--- config.mk ---
export PLATFORM = sky130hd
export DESIGN_NAME = timestamp_pw_filter
export DESIGN_NICKNAME = d
export VERILOG_FILES = /design/src/rtl/pwf_pkg.sv /design/src/rtl/pwf_width_check.sv /design/src/rtl/pwf_pending_bank.sv /design/src/rtl/pwf_out_stage.sv /design/src/rtl/timestamp_pw_filter.sv
export SDC_FILE = /design/constraint.sdc
export NUM_CORES = 1
export LEC_CHECK = 0
export BUFFER_PORTS_ARGS = -buffer_cell sky130_fd_sc_hd__buf_2
export CAP_MARGIN = 20
export CORE_UTILIZATION = 60
export DETAILED_ROUTE_END_ITERATION = 8
export MAX_ROUTING_LAYER = met4
export PLACE_DENSITY = 0.87
export SYNTH_ARGS = -nofsm -noshare
export SYNTH_HDL_FRONTEND = slang
export SYNTH_SLANG_ARGS = --single-unit
--- constraint.sdc ---
create_clock -name clk -period 16.2 [get_ports clk]
set_input_delay 4.05 -clock clk [delete_from_list [all_inputs] [get_ports clk]]
set_output_delay 4.05 -clock clk [all_outputs]
set_load 0.01 [all_outputs]
--- src/rtl/pwf_pkg.sv ---
package pwf_pkg;

    localparam int CH_W          = 3;
    localparam int SEC_W         = 32;
    localparam int TICK_W        = 27;
    localparam int SPAN_W        = 32;
    localparam logic [SPAN_W-1:0] TICKS_PER_SEC = 32'd125_000_000;

    typedef struct packed {
        logic [CH_W-1:0]   chan;
        logic              rising;
        logic [SEC_W-1:0]  sec;
        logic [TICK_W-1:0] ticks;
    } ts_t;

    // Pulse span in ticks between a rising and falling stamp, judged
    // against [min_ticks, one second]. Spans of two or more second
    // boundaries, or falls before the rise, are rejected outright.
    function automatic logic span_in_window(ts_t rise_ts, ts_t fall_ts,
                                            logic [SPAN_W-1:0] min_ticks);
        logic [SEC_W-1:0]  dsec;
        logic [SPAN_W-1:0] span;
        dsec = fall_ts.sec - rise_ts.sec;
        if (dsec == '0) begin
            if (fall_ts.ticks < rise_ts.ticks) return 1'b0;
            span = SPAN_W'(fall_ts.ticks) - SPAN_W'(rise_ts.ticks);
        end else if (dsec == SEC_W'(1)) begin
            span = TICKS_PER_SEC - SPAN_W'(rise_ts.ticks) + SPAN_W'(fall_ts.ticks);
        end else begin
            return 1'b0;
        end
        return (span >= min_ticks) && (span <= TICKS_PER_SEC);
    endfunction

endpackage

--- src/rtl/pwf_width_check.sv ---
module pwf_width_check
    import pwf_pkg::*;
#(
    parameter int unsigned MIN_TICKS = 12
) (
    input  ts_t  rise_ts,
    input  ts_t  fall_ts,
    output logic accept
);
    localparam logic [SPAN_W-1:0] MIN_SPAN = SPAN_W'(MIN_TICKS);

    always_comb accept = span_in_window(rise_ts, fall_ts, MIN_SPAN);
endmodule

--- src/rtl/pwf_pending_bank.sv ---
module pwf_pending_bank
    import pwf_pkg::*;
#(
    parameter int NUM_CH = 5
) (
    input  logic            clk,
    input  logic            rst,
    input  logic            park_en,
    input  ts_t             park_ts,
    input  logic            drop_en,
    input  logic [CH_W-1:0] sel_chan,
    output logic            held_valid,
    output ts_t             held_ts
);
    logic [NUM_CH-1:0] slot_vld;
    ts_t               slot_ts [NUM_CH];

    for (genvar i = 0; i < NUM_CH; i++) begin : g_slot
        always_ff @(posedge clk) begin
            if (rst) begin
                slot_vld[i] <= 1'b0;
            end else if (park_en && park_ts.chan == CH_W'(i)) begin
                slot_vld[i] <= 1'b1;
            end else if (drop_en && sel_chan == CH_W'(i)) begin
                slot_vld[i] <= 1'b0;
            end
        end
        always_ff @(posedge clk) begin
            if (park_en && park_ts.chan == CH_W'(i)) slot_ts[i] <= park_ts;
        end
    end

    always_comb begin
        held_valid = 1'b0;
        held_ts    = '0;
        for (int i = 0; i < NUM_CH; i++) begin
            if (sel_chan == CH_W'(i)) begin
                held_valid = slot_vld[i];
                held_ts    = slot_ts[i];
            end
        end
    end

    // A record is either a rising park or a falling release, never both.
    p_one_op_r6: assert property (@(posedge clk) disable iff (rst)
        !(park_en && drop_en));

    // Releasing a slot always leaves it empty on the next cycle.
    p_release_empties_r7: assert property (@(posedge clk) disable iff (rst)
        drop_en && !park_en |=> !held_valid || sel_chan != $past(sel_chan));
endmodule

--- src/rtl/pwf_out_stage.sv ---
module pwf_out_stage
    import pwf_pkg::*;
(
    input  logic clk,
    input  logic rst,
    input  logic load,
    input  ts_t  load_ts,
    input  logic out_ready,
    output logic out_valid,
    output ts_t  out_ts,
    output logic can_load
);
    assign can_load = !out_valid || out_ready;

    always_ff @(posedge clk) begin
        if (rst) begin
            out_valid <= 1'b0;
        end else if (load) begin
            out_valid <= 1'b1;
        end else if (out_ready) begin
            out_valid <= 1'b0;
        end
    end

    always_ff @(posedge clk) begin
        if (load) out_ts <= load_ts;
    end

    p_hold_r10: assert property (@(posedge clk) disable iff (rst)
        out_valid && !out_ready |=> out_valid && $stable(out_ts));

    p_reset_clear_r11: assert property (@(posedge clk)
        rst |=> !out_valid);

    p_no_overwrite_r10: assert property (@(posedge clk) disable iff (rst)
        load |-> !out_valid || out_ready);
endmodule

--- src/rtl/timestamp_pw_filter.sv ---
module timestamp_pw_filter
    import pwf_pkg::*;
#(
    parameter bit          FILTER_EN = 1'b1,
    parameter int unsigned MIN_TICKS = 12,
    parameter int          NUM_CH    = 5
) (
    input  logic              clk,
    input  logic              rst,
    input  logic              in_valid,
    output logic              in_ready,
    input  logic [CH_W-1:0]   in_chan,
    input  logic              in_rising,
    input  logic [SEC_W-1:0]  in_sec,
    input  logic [TICK_W-1:0] in_ticks,
    output logic              out_valid,
    input  logic              out_ready,
    output logic [CH_W-1:0]   out_chan,
    output logic              out_rising,
    output logic [SEC_W-1:0]  out_sec,
    output logic [TICK_W-1:0] out_ticks
);
    ts_t  in_ts, load_ts, out_ts;
    logic fire, load, can_load;

    assign in_ts    = {in_chan, in_rising, in_sec, in_ticks};
    assign in_ready = can_load;
    assign fire     = in_valid && can_load;
    assign {out_chan, out_rising, out_sec, out_ticks} = out_ts;

    if (FILTER_EN) begin : g_filter
        logic held_valid, accept;
        ts_t  held_ts;

        pwf_pending_bank #(.NUM_CH(NUM_CH)) u_bank (
            .clk        (clk),
            .rst        (rst),
            .park_en    (fire && in_rising),
            .park_ts    (in_ts),
            .drop_en    (fire && !in_rising),
            .sel_chan   (in_chan),
            .held_valid (held_valid),
            .held_ts    (held_ts)
        );

        pwf_width_check #(.MIN_TICKS(MIN_TICKS)) u_check (
            .rise_ts (held_ts),
            .fall_ts (in_ts),
            .accept  (accept)
        );

        assign load    = fire && !in_rising && held_valid && accept;
        assign load_ts = held_ts;

        p_no_fall_r1: assert property (@(posedge clk) disable iff (rst)
            out_valid |-> out_rising);

        p_emit_after_fall_r2: assert property (@(posedge clk) disable iff (rst)
            $rose(out_valid) |-> $past(in_valid && in_ready && !in_rising));
    end else begin : g_bypass
        assign load    = fire;
        assign load_ts = in_ts;

        p_pass_all_r9: assert property (@(posedge clk) disable iff (rst)
            in_valid && in_ready |=> out_valid && out_chan == $past(in_chan)
                && out_rising == $past(in_rising) && out_ticks == $past(in_ticks));
    end

    pwf_out_stage u_out (
        .clk       (clk),
        .rst       (rst),
        .load      (load),
        .load_ts   (load_ts),
        .out_ready (out_ready),
        .out_valid (out_valid),
        .out_ts    (out_ts),
        .can_load  (can_load)
    );

    p_stall_blocks_r10: assert property (@(posedge clk) disable iff (rst)
        out_valid && !out_ready |-> !in_ready);
endmodule

==> impl_results.md <==
- Routed vias: ~14000
- Gr usage total: a little over 30%
- CTS root buf: clkbuf_16
- Remaining antenna violation count: 0
- WL/cell: 22.7 um
- Top FF cell, synth: edfxtp_1
- RSZ-0062 raised after global routing: false
- Port Buffers: 131
- Minimum clock period: 11.79 ns
- Clock Skew: 0.0188 ns
- Slew HR: 26.5%
- Routed Wire Length: 51000 um
- Peak supply drop: 79.6 uV
- Crit. Startpoint: in_chan[2]
- R2R Path Start: g_filter.u_bank.slot_ts[0][255]
- Setup TNS: 0 ns
- Die H: 186 um
- Vias in the first global route: 14200
- Clock sinks: 384
- Largest net degree at the start of global routing: 66
- Syn Area/Cell: 12.4 um2
- Post-synthesis sequential area ratio: about 57%
- Count of cell types in the netlist: 93
- Ys async rst share: 0%
- Grt ovf: 0
- R2R depth: 24
- Final hold violations: 0
- Crit. End Element: register
- Max-cap viol count: 0
- Clock slew at reported path FFs: approximately 0.060 ns
- Clk_lat worst skew: 0.53 ns
- Synth Register Bits: 384
- Worst Hold Class: reg2reg
- Fin crit share: 72.8%
- Most frequent cells in the layout: 378 x edfxtp_1, 129 x buf_2, 110 x a21oi_1, 107 x nand2_1, 89 x ha_1
- Fraction of layout cells with a size suffix above 1: 15.8%
- Syn-to-layout area delta: 12.2%
- Clock tree from TritonCTS: yes
- Setup crit end: u_out.out_ts[28]
- Crit Path Category: in2reg
- Arrival time worst endpoint: about 12 ns
- Initial Util: roughly three fifths
- Netlist Area Pre-Place: 0.0202 mm2
- Commonest non-fill, non-tap cell in the layout: edfxtp_1
- Site Rows: 66
- Net count after synthesis: 1791
- Most used cell, CP: o21ai_0
- Setup Fix Bufs, Post-CTS: 0
- CP required: about 16 ns
- Iteration count of the initial detailed-routing pass: 6
- Final #Nets: 1924
- Max clock buf depth: 3
- Hpwl dp: roughly 34000 um
- Pre-CTS setup slack: roughly 3.6 ns
- # DRC: 0
- # IOs: 132
- Reg2reg end: u_out.out_ts[28]
- Antenna violations before repair: 1
- Status: completed
- Setup violators final: 0
- Via/cell ratio: about 6.4
- F_max: 84.8 MHz
- RD Place Congestion: 0.996
- PD cells: 109 mW/mm2
- Core area: 0.0329 mm2
- Die ar.: 0.0345 mm2
- Number of flops mapped to enable cells by yosys: 378
- Gate Count Post-Synth: about 1600
- Critical Path Fanout Max: 53
- Post-cts sizing count: 0
- Global-route wire length before repair: 78500 um
- # H-tree levels: 2
- Max-slew violations: 0
- Crit-path max cell delay: slightly below 1 ns
- Crit start category: primary input
- LEAKAGE: 8.39 nW
- Slowest stage cell, crit path: nor3b_4
- Synth warn: 0
- Reg2Reg Setup Slack: 8.93 ns
- PnR worst setup slack: 4.41 ns
- Total CTS buffers: 40
- Drt first-iter violations: 1350
- Worst Tran Pin Value: 1.10 ns
- Die span in x: 186 um
- Post-CTS Hold Buffers: 0
==> worst max-delay path, delay by kind of cell <==
kind	cells	cell delay, ns
compound gates	10	2.70
simple gates	11	2.64
buf+inv	5	1.92
xor+xnor	1	0.16
fa+ha+maj	1	0.36
==> routing by layer <==
metal	up-vias	track usage [%]	wire length, um
li1	6539	-	-
met1	7029	40.1	20800
met2	763	50.9	24900
met3	100	4.81	4240
met4	0	8.03	1090
met5	-	-	0
==> state kept, by name, indices dropped and copies added (netlist names) <==
register and count:
u_out.out_ts 63, g_filter.u_bank.slot_vld 5, u_out.out_valid 1, g_filter.u_bank.slot_ts 315
==> power by group <==
part           switching [mW]  total (mW)  internal, mW  leakage, nW
logic                   0.294       0.474         0.180         4.31
clock network           0.373       0.898         0.525        0.616
registers             0.00425        1.11          1.11         3.47
total                   0.671        2.49          1.81         8.39
==> worst min-delay path by stage <==
stage / start / endpoint / cells after the start
floorplan: g_filter.u_bank.slot_vld[2] / g_filter.u_bank.slot_vld[2] / 2
global placement: g_filter.u_bank.slot_vld[2] / g_filter.u_bank.slot_vld[2] / 2
detailed placement: g_filter.u_bank.slot_vld[0] / g_filter.u_bank.slot_vld[0] / 2
CTS: g_filter.u_bank.slot_vld[4] / g_filter.u_bank.slot_vld[4] / 2
global route: g_filter.u_bank.slot_vld[4] / g_filter.u_bank.slot_vld[4] / 2
finish: g_filter.u_bank.slot_vld[4] / g_filter.u_bank.slot_vld[4] / 2
==> kinds of logic after synthesis <==
| logic type | after synthesis | synth area share, % |
|---|---|---|
| flops | 384 | 56.7 |
| buf+inv | 141 | 2.73 |
| simple gates | 378 | 9.50 |
| xor+xnor | 91 | 3.94 |
| mux | 107 | 6.69 |
| fa+ha+maj | 92 | 5.80 |
| compound gates | 439 | 14.7 |
==> cells in the mapped netlist (16+ instances only) <==
cell type  instances  area [um2]
xnor2_1           60         526
nand3_1           19        95.1
a22oi_1           18         135
a21oi_1          111         556
nand2b_1          16         100
ha_1              89        1110
o21ai_0           68         340
inv_1             86         323
nand2_1          107         402
nor3_1            21         105
o21a_1            50         375
mux4_2            20         450
a21o_1            26         195
edfxtp_1         378       11400
mux2_2            27         304
xor2_1            31         272
clkbuf_1          31         116
nand4_1           17         106
mux2i_1           60         601
nor2_1            93         349
==> per-stage QoR <==
step                      cells  instance area (um2)  utilization [%]  power [mW]  hold slack (ns)
final                      2241                22700             69.1        2.49            0.500
after global routing       2239                22700             69.1        2.57            0.526
after CTS                  2236                22700             69.0        2.48            0.503
after detailed placement   2163                21400             65.0        1.59            0.485
after global placement     2163                21400             65.0        1.58            0.464
after floorplan            1632                20200                -        1.47            0.451
==> area by class of cell <==
cell class	count	area [um2]
antenna	3	7.51
timing repair buffer	144	802
multi-input combinational	1107	8280
inverter	88	330
sequential	384	11500
clock inverter	20	193
tap	442	553
fill	2285	10100
clock buffer	53	1090
Note: power is estimated with default switching activity, not from simulation.
